==> src/rtl/sync_rx_pkg.sv <==
package sync_rx_pkg;
  typedef enum logic [1:0] {
    RA_STAT = 2'd0,
    RA_DATA = 2'd1,
    RA_MODE = 2'd2,
    RA_FLAG = 2'd3
  } reg_addr_e;

  // status / control register fields (the order is visible to software)
  localparam int STAT_PEN    = 7;
  localparam int STAT_NINE   = 6;
  localparam int STAT_SINGLE = 5;
  localparam int STAT_CONT   = 4;
  localparam int STAT_FERR   = 2;
  localparam int STAT_OERR   = 1;
  localparam int STAT_BIT9   = 0;

  // mode register fields
  localparam int MODE_MASTER = 7;
  localparam int MODE_SYNC   = 4;
  localparam int MODE_IE     = 0;

  localparam int FLAG_DONE   = 0;
endpackage

==> src/rtl/sclk_sync.sv <==
module sclk_sync #(
  parameter int STAGES = 2
) (
  input  logic clk,
  input  logic rst,
  input  logic sclk_in,
  input  logic sdat_in,
  output logic fall_o,
  output logic bit_o
);
  logic [STAGES-1:0] ck_sh;
  logic [STAGES-1:0] dt_sh;
  logic              ck_last;

  always_ff @(posedge clk) begin
    if (rst) begin
      ck_sh   <= '0;
      dt_sh   <= '0;
      ck_last <= 1'b0;
    end else begin
      ck_sh   <= {ck_sh[STAGES-2:0], sclk_in};
      dt_sh   <= {dt_sh[STAGES-2:0], sdat_in};
      ck_last <= ck_sh[STAGES-1];
    end
  end

  assign fall_o = ck_last & ~ck_sh[STAGES-1];
  assign bit_o  = dt_sh[STAGES-1];
endmodule

==> src/rtl/rx_shifter.sv <==
module rx_shifter #(
  parameter int DATA_W = 8
) (
  input  logic              clk,
  input  logic              rst,
  input  logic              enable,
  input  logic              nine_bit,
  input  logic              fall,
  input  logic              bit_in,
  output logic              word_valid,
  output logic [DATA_W:0]   word
);
  localparam int WORD_W = DATA_W + 1;
  localparam int CNT_W  = $clog2(WORD_W + 1);

  logic [WORD_W-1:0] sreg;
  logic [CNT_W-1:0]  cnt;
  logic [CNT_W-1:0]  last;
  logic              at_end;

  assign last   = nine_bit ? CNT_W'(DATA_W) : CNT_W'(DATA_W - 1);
  assign at_end = (cnt >= last);

  always_ff @(posedge clk) begin
    if (rst) begin
      cnt  <= '0;
      sreg <= '0;
    end else if (!enable) begin
      cnt  <= '0;
    end else if (fall) begin
      sreg[cnt] <= bit_in;
      cnt       <= at_end ? '0 : cnt + CNT_W'(1);
    end
  end

  always_comb begin
    word      = sreg;
    word[cnt] = bit_in;
    if (!nine_bit) word[DATA_W] = 1'b0;
  end

  assign word_valid = enable & fall & at_end;

  p_cnt_bound_r3: assert property (@(posedge clk) disable iff (rst)
    cnt <= CNT_W'(DATA_W));
endmodule

==> src/rtl/rx_hold_queue.sv <==
module rx_hold_queue #(
  parameter int DATA_W = 8
) (
  input  logic            clk,
  input  logic            rst,
  input  logic            push,
  input  logic [DATA_W:0] push_word,
  input  logic            pop,
  input  logic            clr_ovr,
  output logic [DATA_W:0] hold_word,
  output logic            hold_valid,
  output logic            ovr
);
  logic [DATA_W:0] queue_q, hold_n, queue_n;
  logic            qv_q, hv_n, qv_n, ov_n;

  always_comb begin
    hold_n  = hold_word;
    hv_n    = hold_valid;
    queue_n = queue_q;
    qv_n    = qv_q;
    ov_n    = ovr;
    if (pop && hold_valid) begin
      if (qv_q) hold_n = queue_q;
      hv_n = qv_q;
      qv_n = 1'b0;
    end
    if (push) begin
      if (!hv_n) begin
        hold_n = push_word;
        hv_n   = 1'b1;
      end else if (!qv_n) begin
        queue_n = push_word;
        qv_n    = 1'b1;
      end else begin
        ov_n = 1'b1;
      end
    end
    if (clr_ovr) ov_n = 1'b0;
  end

  always_ff @(posedge clk) begin
    if (rst) begin
      hold_word  <= '0;
      hold_valid <= 1'b0;
      queue_q    <= '0;
      qv_q       <= 1'b0;
      ovr        <= 1'b0;
    end else begin
      hold_word  <= hold_n;
      hold_valid <= hv_n;
      queue_q    <= queue_n;
      qv_q       <= qv_n;
      ovr        <= ov_n;
    end
  end

  p_queue_behind_hold_r7: assert property (@(posedge clk) disable iff (rst)
    qv_q |-> hold_valid);
  p_ovr_only_when_full_r8: assert property (@(posedge clk) disable iff (rst)
    $rose(ovr) |-> $past(hold_valid && qv_q));
endmodule

==> src/rtl/sync_slave_rx.sv <==
module sync_slave_rx
  import sync_rx_pkg::*;
#(
  parameter int DATA_W      = 8,
  parameter int SYNC_STAGES = 2
) (
  input  logic              clk,
  input  logic              rst,
  input  logic              reg_wr,
  input  logic              reg_rd,
  input  logic [1:0]        reg_addr,
  input  logic [DATA_W-1:0] reg_wdata,
  output logic [DATA_W-1:0] reg_rdata,
  input  logic              sclk_in,
  input  logic              sdat_in,
  input  logic              sleep_i,
  output logic              irq_o,
  output logic              wake_o
);
  logic port_en, nine_bit, single_en, cont_en;
  logic master_clk, sync_mode, rx_ie;
  logic fall, samp_bit, word_valid, hold_valid, ovr, rx_active, pop;
  logic [DATA_W:0] word, hold_word;
  reg_addr_e addr;

  assign addr      = reg_addr_e'(reg_addr);
  assign rx_active = port_en & sync_mode & ~master_clk & cont_en & ~ovr;
  assign pop       = reg_rd & (addr == RA_DATA);

  sclk_sync #(.STAGES(SYNC_STAGES)) u_sync (
    .clk(clk), .rst(rst), .sclk_in(sclk_in), .sdat_in(sdat_in),
    .fall_o(fall), .bit_o(samp_bit)
  );

  rx_shifter #(.DATA_W(DATA_W)) u_shift (
    .clk(clk), .rst(rst), .enable(rx_active), .nine_bit(nine_bit),
    .fall(fall), .bit_in(samp_bit), .word_valid(word_valid), .word(word)
  );

  rx_hold_queue #(.DATA_W(DATA_W)) u_hold (
    .clk(clk), .rst(rst), .push(word_valid), .push_word(word), .pop(pop),
    .clr_ovr(~cont_en), .hold_word(hold_word), .hold_valid(hold_valid),
    .ovr(ovr)
  );

  // control register writes
  always_ff @(posedge clk) begin
    if (rst) begin
      port_en    <= 1'b0;
      nine_bit   <= 1'b0;
      single_en  <= 1'b0;
      cont_en    <= 1'b0;
      master_clk <= 1'b0;
      sync_mode  <= 1'b0;
      rx_ie      <= 1'b0;
    end else if (reg_wr) begin
      if (addr == RA_STAT) begin
        port_en   <= reg_wdata[STAT_PEN];
        nine_bit  <= reg_wdata[STAT_NINE];
        single_en <= reg_wdata[STAT_SINGLE];
        cont_en   <= reg_wdata[STAT_CONT];
      end
      if (addr == RA_MODE) begin
        master_clk <= reg_wdata[MODE_MASTER];
        sync_mode  <= reg_wdata[MODE_SYNC];
        rx_ie      <= reg_wdata[MODE_IE];
      end
    end
  end

  logic [DATA_W-1:0] stat_v, mode_v, flag_v;
  always_comb begin
    stat_v = '0;
    stat_v[STAT_PEN]    = port_en;
    stat_v[STAT_NINE]   = nine_bit;
    stat_v[STAT_SINGLE] = single_en;
    stat_v[STAT_CONT]   = cont_en;
    stat_v[STAT_OERR]   = ovr;
    stat_v[STAT_BIT9]   = hold_word[DATA_W];
    mode_v = '0;
    mode_v[MODE_MASTER] = master_clk;
    mode_v[MODE_SYNC]   = sync_mode;
    mode_v[MODE_IE]     = rx_ie;
    flag_v = '0;
    flag_v[FLAG_DONE]   = hold_valid;
  end

  always_ff @(posedge clk) begin
    if (rst) begin
      reg_rdata <= '0;
      irq_o     <= 1'b0;
      wake_o    <= 1'b0;
    end else begin
      if (reg_rd) begin
        case (addr)
          RA_STAT: reg_rdata <= stat_v;
          RA_DATA: reg_rdata <= hold_word[DATA_W-1:0];
          RA_MODE: reg_rdata <= mode_v;
          default: reg_rdata <= flag_v;
        endcase
      end
      irq_o  <= hold_valid & rx_ie;
      wake_o <= irq_o & sleep_i;
    end
  end

  logic unused_wdata;
  assign unused_wdata = ^reg_wdata;

  p_rx_needs_enable_r1: assert property (@(posedge clk) disable iff (rst)
    $rose(hold_valid) |-> $past(rx_active));
  p_irq_needs_word_r5: assert property (@(posedge clk) disable iff (rst)
    irq_o |-> $past(hold_valid && rx_ie));
  p_wake_in_sleep_r6: assert property (@(posedge clk) disable iff (rst)
    wake_o |-> $past(sleep_i));
  p_no_word_in_ovr_r8: assert property (@(posedge clk) disable iff (rst)
    ovr |-> !word_valid);
  p_ovr_cleared_r9: assert property (@(posedge clk) disable iff (rst)
    !cont_en |=> !ovr);
endmodule

==> config.mk <==
export PLATFORM = sky130hd
export DESIGN_NAME = sync_slave_rx
export DESIGN_NICKNAME = d
export VERILOG_FILES = /design/src/rtl/sync_rx_pkg.sv /design/src/rtl/sclk_sync.sv /design/src/rtl/rx_shifter.sv /design/src/rtl/rx_hold_queue.sv /design/src/rtl/sync_slave_rx.sv
export SDC_FILE = /design/constraint.sdc
export NUM_CORES = 1
export LEC_CHECK = 0
export BUFFER_PORTS_ARGS = -buffer_cell sky130_fd_sc_hd__buf_2
export CAP_MARGIN = 20
export CORE_MARGIN = 3
export CORE_UTILIZATION = 56
export CTS_BUF_LIST = sky130_fd_sc_hd__clkbuf_16
export DETAILED_ROUTE_END_ITERATION = 10
export PLACE_DENSITY = 0.76
export SETUP_SLACK_MARGIN = 0.1
export SLEW_MARGIN = 25
export SYNTH_ARGS = -nofsm -noshare
export SYNTH_HDL_FRONTEND = slang
export SYNTH_SLANG_ARGS = --single-unit
==> constraint.sdc <==
create_clock -name clk -period 3.4 [get_ports clk]
set_input_delay 0.85 -clock clk [delete_from_list [all_inputs] [get_ports clk]]
set_output_delay 0.85 -clock clk [all_outputs]
set_load 0.005 [all_outputs]
==> impl_metrics.tcl, run 1 <==
set metrics [dict create \
    crit_arrival_ns 2.55 \
    path_clk_slew_ns 0.07 \
    clockBufferDepth 2 \
    cts-resized-gates 0 \
    rr_endpoint "u_hold.queue_q[7]" \
    cp-end-kind "flip-flop" \
    synth_area_leaders "dfxtp_1, mux2i_1, nor2_1, a21oi_1, a211oi_2" \
    syn_nets 302 \
    placed_cells 336 \
    worstSkewPairLatency_ns 0.29 \
    cts_max_level 2 \
    dpl.hpwl_mm 3.44 \
    setup-violations-final 0 \
    crit-reg2reg-launch "u_shift.cnt[0]" \
    final_layout_size_suffix_gt1_frac 0.185 \
    r2r_slack_ns 1.07 \
    die_y_microns 75.0 \
    total_power_w 0.00123 \
    fill_cells 374 \
    synth_top_area_cell "dfxtp_1" \
    crit_path_max_fanout 20 \
    synth_fa_ha_area_frac 0.0376 \
    hold_end "u_sync.dt_sh[1]" \
    critPathTopFamily "compound AO/OA/AOI/OAI gates" \
    fin_nets 316 \
    startpoint_type "flip-flop" \
    maxCapViolCount 0 \
    power_density_nw_per_um2 421 \
    post_cts_buffers 0 \
    grtUsageTotal 0.199 \
    ff2ff_path_depth 8 \
    rsz0062_at_grt "no" \
    max_freq_mhz 429 \
    irDropWorstVdd_mv 0.278 \
    initial_core_util 0.595 \
    ctsHoldBuffers 0 \
    dr_total_vias 1977 \
    synth-edff-count 0 \
    die_w_microns 75.0 \
    ys.warnings.count 0 \
    diodes 0 \
    synth.most_common_cell "dfxtp_1" \
    critPathKind "flip-flop to flip-flop" \
    muxShareOfSynthArea 0.131 \
    root_buffer "clkbuf_16" \
    postSynthAreaPerCell_sq_um 9.61 \
    ys_async_sr_fraction 0 \
    maxSlewViolCount 0 \
    max_stage_delay_ns 0.42 \
    io_pins 27 \
    skew_ns 0.00506 \
    area_delta_synth_final_pct 9.30 \
    synth.distinct_cells 44 \
    cts_tree "yes" \
    cp.required_ns 3.62 \
    final.setup.tns_ns 0 \
    path_buf_inv 2 \
    power.leakage_nw 1.12 \
    overflow 0 \
    synth_top_family_by_area "simple AND/OR/NAND/NOR gates" \
    wl_per_cell_microns 14.9 \
    finish.utilization 0.650 \
    drt_iter0_markers 106 \
    design.core.area_sq_um 4470 \
    synth_commonest_cells "dfxtp_1, nor2_1, mux2i_1" \
    synth_top_area_frac 0.421 \
    cp_slowest_cell "dfxtp_1" \
    layout_min_cycle_time_ns 2.33 \
    synth_compound_area_frac 0.148 \
    yosys.area_share.simple 0.212 \
    drc 0 \
    avgViaCountPerCell 5.75 \
    placementRows 24 \
    grt_start_max_net_pins 37 \
    holdPathStages 1 \
    drtPass1Iterations 4 \
    place.gp.congestion 0.804 \
    die-area_sq_um 5620 \
    cts_made_buffers 5 \
    status "complete, no violations" \
    wl_mm 5.12 \
    hold_ws_ns 0.443 \
    tightestPinTransition_ns 0.816 \
    crit_chain "inv_1, ha_1, nand2b_4, a2111oi_4, nor3_2, buf_4, and2_1, a211oi_2" \
    port_buffers 23 \
    hold_viol 0 \
    hold_class "flip-flop to flip-flop" \
    yosys.area_share.xor_xnor 0.00987 \
    ys_ff_latch 56 \
    period_share 0.685 \
    worstHoldStart "u_sync.dt_sh[0]" \
    synth-main-ff-cell "dfxtp_1" \
    synth_seq_area_share 0.421 \
    final_cells 344 \
    ant_nets 0 \
    relSlewSlack 0.449 \
    synth_cells 277 \
    grt_pass1_wl_mm 8.49 \
    grt_pass1_vias 1812 \
    antenna_found_initial 0 \
    numClockSinks 56 \
    netlist_area_sq_um 2660 \
]
[power by group]
part	switching, W	internal [W]	total [W]
registers	0.00000486	0.000662	0.000667
clock network	0.000235	0.000272	0.000507
logic	0.0000321	0.0000208	0.0000528
[sequential cells by signal, summed over array words and instances, names as in the netlist, 2 cells and up]
| name | cells |
|---|---|
| u_hold.queue_q | 9 |
| reg_rdata | 8 |
| u_sync.ck_sh | 2 |
| u_shift.cnt | 4 |
| u_shift.sreg | 9 |
| u_sync.dt_sh | 2 |
| u_hold.hold_word | 9 |
[worst register-to-register path, stage by stage, from the launching register on]
cell,delay (ns)
dfxtp_1,0.42
inv_1,0.12
ha_1,0.28
nand2b_4,0.14
a2111oi_4,0.42
nor3_2,0.09
buf_4,0.21
and2_1,0.32
a211oi_2,0.26
[cell families (layout without fill, tap and decap cells)]
group,count (synthesis),in the layout
compound gates,53,53
xor+xnor,3,3
fa+ha+maj,8,8
buf+inv,22,37
flops,56,56
mux,33,33
simple gates,102,102
[placed cells by master, fill, tap and decap left out, types with 2 or more instances in the layout]
| master | synthesis | final |
|---|---|---|
| and3_1 | 8 | 8 |
| mux2i_1 | 31 | 31 |
| a21oi_1 | 28 | 28 |
| nor3b_1 | 4 | 4 |
| ha_1 | 8 | 8 |
| clkbuf_16 | 0 | 5 |
| dfxtp_1 | 56 | 56 |
| a211oi_2 | 9 | 9 |
| buf_2 | 2 | 23 |
| nand3_1 | 4 | 4 |
| nand3b_1 | 5 | 5 |
| inv_1 | 4 | 5 |
| buf_4 | 4 | 2 |
| nand2_1 | 9 | 9 |
| nor2_1 | 47 | 47 |
| a211oi_1 | 9 | 9 |
| nor2b_1 | 11 | 11 |
| xor2_1 | 2 | 2 |
[metal layers]
metal / share of wire / GRT usage / up-vias
li1: - / - / 995
met1: 0.49 / 0.276 / 943
met2: 0.46 / 0.306 / 29
met3: 0.031 / 0.0441 / 10
met4: 0.017 / 0.0652 / 0
met5: 0 / 0 / -
[how the worst max path moves through the flow]
stage / startpoint / to / slack, ns / cells past startpoint
finish: u_shift.cnt[0] / u_hold.queue_q[7] / 1.07 / 8
global route: reg_addr[1] / u_hold.queue_q[8] / 0.89 / 6
CTS: u_shift.cnt[0] / u_hold.queue_q[7] / 1.07 / 8
detailed placement: reg_addr[1] / u_hold.queue_q[8] / 0.79 / 6
global placement: reg_addr[1] / u_hold.queue_q[8] / 0.81 / 6
floorplan: reg_addr[1] / u_hold.hold_word[8] / 1.32 / 6
[per-stage QoR]
step           area, sq um  setup slack, ns
6_report              2910             1.07
3_3_place_gp          2770            0.807
2_1_floorplan         2660             1.32
3_5_place_dp          2770            0.787
5_1_grt               2910            0.893
4_1_cts               2910             1.07
[layout make-up]
type	instances	area, sq um	share of cell area
tap	52	65.1	0.0224
timing repair buffer	25	130	0.0447
clock buffer	5	125	0.0430
clock inverter	3	20.0	0.00688
multi-input combinational	199	1430	0.493
inverter	4	15.0	0.00516
sequential	56	1120	0.385
(Power assumes the default switching activity.)
==> run 2, diff against run 1 <==
--- a/config.mk
+++ b/config.mk
@@ -8,10 +8,10 @@
 export BUFFER_PORTS_ARGS = -buffer_cell sky130_fd_sc_hd__buf_2
 export CAP_MARGIN = 20
 export CORE_MARGIN = 3
-export CORE_UTILIZATION = 56
+export CORE_UTILIZATION = 52
 export CTS_BUF_LIST = sky130_fd_sc_hd__clkbuf_16
 export DETAILED_ROUTE_END_ITERATION = 10
-export PLACE_DENSITY = 0.76
+export PLACE_DENSITY = 0.74
 export SETUP_SLACK_MARGIN = 0.1
 export SLEW_MARGIN = 25
 export SYNTH_ARGS = -nofsm -noshare
==> constraint.sdc (replaced) <==
create_clock -name clk -period 2 [get_ports clk]
set_input_delay 0.5 -clock clk [delete_from_list [all_inputs] [get_ports clk]]
set_output_delay 0.5 -clock clk [all_outputs]
set_load 0.005 [all_outputs]
==> impl_metrics.tcl, run 2 (synthesis results as in run 1) <==
set metrics [dict create \
    grt_start_max_net_pins 23 \
    cts_tree "yes" \
    hold_class "primary input to flip-flop" \
    placementRows 25 \
    power_density_nw_per_um2 621 \
    drtPass1Iterations 4 \
    cp-end-kind "flip-flop" \
    crit_arrival_ns 2.17 \
    grtUsageTotal 0.202 \
    io_pins 27 \
    cp.required_ns 2.18 \
    dpl.hpwl_mm 3.94 \
    clockBufferDepth 2 \
    maxSlewViolCount 0 \
    layout_min_cycle_time_ns 1.99 \
    antenna_found_initial 0 \
    critPathKind "flip-flop to flip-flop" \
    diodes 0 \
    finish.utilization 0.692 \
    drc 0 \
    initial_core_util 0.549 \
    root_buffer "clkbuf_16" \
    numClockSinks 56 \
    die_y_microns 77.6 \
    overflow 0 \
    holdPathStages 2 \
    startpoint_type "flip-flop" \
    status "complete, no violations" \
    crit_path_max_fanout 8 \
    rr_endpoint "u_hold.hold_word[8]" \
    hold_end "u_sync.ck_sh[0]" \
    irDropWorstVdd_mv 0.558 \
    area_delta_synth_final_pct 25.9 \
    reg.largest.list "u_hold.hold_word: 9 flops, u_hold.queue_q: 9 flops, u_shift.sreg: 9 flops" \
    ctsHoldBuffers 0 \
    fill_cells 372 \
    skew_ns 0.00398 \
    setup-violations-final 0 \
    cts_max_level 2 \
    final_cell_mix "dfxtp_1, nor2_1, mux2i_1" \
    rsz0062_at_grt "yes" \
    maxCapViolCount 0 \
    final.setup.tns_ns 0 \
    power.leakage_nw 1.32 \
    avgViaCountPerCell 5.50 \
    die-area_sq_um 6010 \
    ff2ff_path_depth 8 \
    fin_nets 347 \
    period_share 0.993 \
    worstHoldStart "sclk_in" \
    path_clk_slew_ns 0.07 \
    place.gp.congestion 0.795 \
    final_common_cell "dfxtp_1" \
    dr_total_vias 2144 \
    grt_pass1_vias 2020 \
    max_freq_mhz 503 \
    cts_made_buffers 5 \
    tightestPinTransition_ns 0.560 \
    die_w_microns 77.6 \
    r2r_slack_ns 0.01 \
    drt_iter0_markers 86 \
    port_buffers 23 \
    wl_per_cell_microns 15.6 \
    hold_viol 0 \
    worstSkewPairLatency_ns 0.29 \
    grt_pass1_wl_mm 9.82 \
    ant_nets 0 \
    hold_ws_ns 0.417 \
    final_layout_size_suffix_gt1_frac 0.341 \
    relSlewSlack 0.625 \
    wl_mm 6.10 \
    design.core.area_sq_um 4850 \
    crit-reg2reg-launch "nine_bit" \
]
==> run 2: metrics by stage <==
step	instances	power [W]	setup WS [ns]	instance area (sq um)
6_report	390	0.00208	0.0137	3350
5_1_grt	390	0.00217	-0.0360	3350
4_1_cts	388	0.00209	0.100	3210
3_5_place_dp	373	0.00126	-0.518	2950
3_3_place_gp	373	0.00126	-0.474	2950
2_1_floorplan	277	0.00122	0.124	2670
==> run 2: layer usage <==
layer / wire length (microns) / part of all wire / GRT usage
met1: 2830 / 0.46 / 0.280
met2: 2940 / 0.48 / 0.321
met3: 228 / 0.037 / 0.0406
met4: 101 / 0.017 / 0.0534
met5: 0 / 0 / 0
==> run 2: power by group <==
part	internal, W	switching [W]
logic	0.0000487	0.0000619
clock network	0.000456	0.000384
registers	0.00112	0.00000811
==> run 2: final cells by class <==
class,instances,area [sq um],area share
multi-input cells,201,1590,0.475
flip-flops and latches,56,1130,0.336
repair buffers,54,392,0.117
clock buffers,5,125,0.0373
well taps,67,83.8,0.0250
inverters,4,17.5,0.00522
clock inverters,3,15.0,0.00448
==> run 2: critical path, cell delays in order (launching register included) <==
cell and delay (ns):
dfxtp_4 0.37, buf_6 0.12, ha_4 0.23, a2111oi_4 0.37, buf_4 0.21, nor3_4 0.05
buf_12 0.16, nand2_4 0.07, mux2_4 0.29
==> run 2: worst max path at each step <==
stage	slack, ns	startpoint	cells after the start	endpoint
after detailed placement	-0.52	nine_bit	7	u_hold.queue_q[8]
after floorplan	0.12	u_shift.cnt[0]	8	u_hold.hold_word[8]
after global routing	-0.04	nine_bit	9	u_hold.hold_word[8]
after global placement	-0.47	nine_bit	7	u_hold.queue_q[8]
final	0.01	nine_bit	8	u_hold.hold_word[8]
after CTS	0.10	nine_bit	9	u_hold.hold_word[5]
==> run 2: timing repair <==
item                       4_1_cts  5_1_grt
pin swaps                       10       11
gates cloned                     2        0
resized for setup               15       22
setup endpoints to repair       19       21
setup buffers                    5        3
==> run 3, diff against run 2 <==
--- a/config.mk
+++ b/config.mk
@@ -7,13 +7,14 @@
 export LEC_CHECK = 0
 export BUFFER_PORTS_ARGS = -buffer_cell sky130_fd_sc_hd__buf_2
 export CAP_MARGIN = 20
-export CORE_MARGIN = 3
+export CORE_MARGIN = 10
 export CORE_UTILIZATION = 52
 export CTS_BUF_LIST = sky130_fd_sc_hd__clkbuf_16
+export CTS_CLUSTER_DIAMETER = 30
 export DETAILED_ROUTE_END_ITERATION = 10
 export PLACE_DENSITY = 0.74
 export SETUP_SLACK_MARGIN = 0.1
-export SLEW_MARGIN = 25
+export SLEW_MARGIN = 20
 export SYNTH_ARGS = -nofsm -noshare
 export SYNTH_HDL_FRONTEND = slang
 export SYNTH_SLANG_ARGS = --single-unit
==> impl_metrics.tcl, run 3 (synthesis results as in run 1) <==
set metrics [dict create \
    cts_made_buffers 5 \
    power_density_nw_per_um2 620 \
    r2r_slack_ns 0.08 \
    status "complete, no violations" \
    crit_top_cell "buf_12" \
    grt_pass1_vias 2134 \
    startpoint_type "flip-flop" \
    tightestPinTransition_ns 0.443 \
    power.leakage_nw 1.36 \
    io_pins 27 \
    maxSlewViolCount 0 \
    hold_viol 0 \
    fin_nets 349 \
    die-area_sq_um 8380 \
    final.setup.tns_ns 0 \
    final_cell_mix "dfxtp_1, nor2_1, mux2i_1" \
    crit_arrival_ns 2.09 \
    diodes 0 \
    rsz0062_at_grt "yes" \
    layout_min_cycle_time_ns 1.92 \
    wl_mm 6.69 \
    final_layout_size_suffix_gt1_frac 0.345 \
    wl_per_cell_microns 17.1 \
    finish.utilization 0.700 \
    root_buffer "clkbuf_16" \
    avgViaCountPerCell 5.59 \
    design.core.area_sq_um 4850 \
    worstSkewPairLatency_ns 0.29 \
    placed_cells 374 \
    place.gp.congestion 0.802 \
    port_buffers 23 \
    dpl.hpwl_mm 4.17 \
    cts_tree "yes" \
    period_share 0.958 \
    cp_slowest_cell "dfxtp_4" \
    initial_core_util 0.549 \
    cp.required_ns 2.17 \
    grt_pass1_wl_mm 10.5 \
    relSlewSlack 0.704 \
    die_y_microns 91.6 \
    grtUsageTotal 0.150 \
    crit_path_max_fanout 6 \
    irDropWorstVdd_mv 0.453 \
    cp-end-kind "flip-flop" \
    overflow 0 \
    max_freq_mhz 522 \
    area_delta_synth_final_pct 27.5 \
    hold_class "primary input to flip-flop" \
    antenna_found_initial 0 \
    drc 0 \
    clockBufferDepth 2 \
    cts_max_level 2 \
    max_stage_delay_ns 0.36 \
    numClockSinks 56 \
    skew_ns 0.00767 \
    reg.largest.list "u_hold.hold_word: 9 flops, u_hold.queue_q: 9 flops, u_shift.sreg: 9 flops" \
    path_clk_slew_ns 0.07 \
    grt_start_max_net_pins 31 \
    hold_ws_ns 0.413 \
    maxCapViolCount 0 \
    critPathKind "flip-flop to flip-flop" \
    final_common_cell "dfxtp_1" \
    die_w_microns 91.6 \
    drtPass1Iterations 4 \
    crit_chain "ha_1, a2111oi_4, buf_4, nor3_4, buf_12, buf_12, a21oi_4, a211oi_2" \
    drt_iter0_markers 94 \
    placementRows 25 \
    final_cells 392 \
    ant_nets 0 \
    setup-violations-final 0 \
    dr_total_vias 2190 \
]
[run 3: cell count changes in the layout (fill, tap and decap cells not counted), sizes merged]
cell / change
clkinvlp: -1
inv: +1
buf: +2
[run 3: through the flow]
step | area (sq um) | worst slack, ns | power (W)
2_1_floorplan | 2670 | 0.124 | 0.00122
4_1_cts | 3240 | 0.129 | 0.00211
5_1_grt | 3390 | -0.00822 | 0.00217
3_5_place_dp | 2960 | -0.597 | 0.00126
3_3_place_gp | 2960 | -0.487 | 0.00126
6_report | 3390 | 0.0838 | 0.00211
[run 3: layout make-up]
type	instances	area, sq um
flip-flops and latches	56	1130
clock buffers	5	125
fillers	358	1450
clock inverters	3	17.5
multi-input cells	201	1610
well taps	67	83.8
repair buffers	56	412
inverters	4	17.5
[run 3: worst paths after layout]
path | end | depth (start not counted) | startpoint
setup / recovery | u_hold.queue_q[5] | 8 | nine_bit
hold / removal | u_sync.dt_sh[0] | 2 | sdat_in
setup reg to reg | u_hold.queue_q[5] | 8 | nine_bit
hold reg to reg | wake_o | 2 | irq_o
[run 3: where the power goes]
group | switching, W | leakage, nW | internal [W]
Sequential | 0.00000895 | 0.454 | 0.00112
Combinational | 0.0000633 | 0.831 | 0.0000495
Clock | 0.000396 | 0.0754 | 0.000463
[run 3: timing repair]
action	in CTS	in global routing
setup endpoints to repair	19	26
resized for setup	21	21
hold buffers	0	0
endpoints found under the hold margin	0	0
gates cloned	2	0
setup buffers	4	4
pin swaps	8	11
[run 3: critical path, delay by kind of cell, from the launching register on]
family | cells | cell delay [ns]
compound gates | 3 | 0.53
fa+ha+maj | 1 | 0.33
buf+inv | 3 | 0.50
flops | 1 | 0.36
simple gates | 1 | 0.06
[run 3: routing by layer]
metal  GRT usage  vias to the layer above  share of wire
met4      0.0313                        0          0.012
li1            -                     1066              -
met1       0.187                     1066           0.44
met5           0                        -              0
met3      0.0354                        9          0.043
met2       0.256                       49           0.51
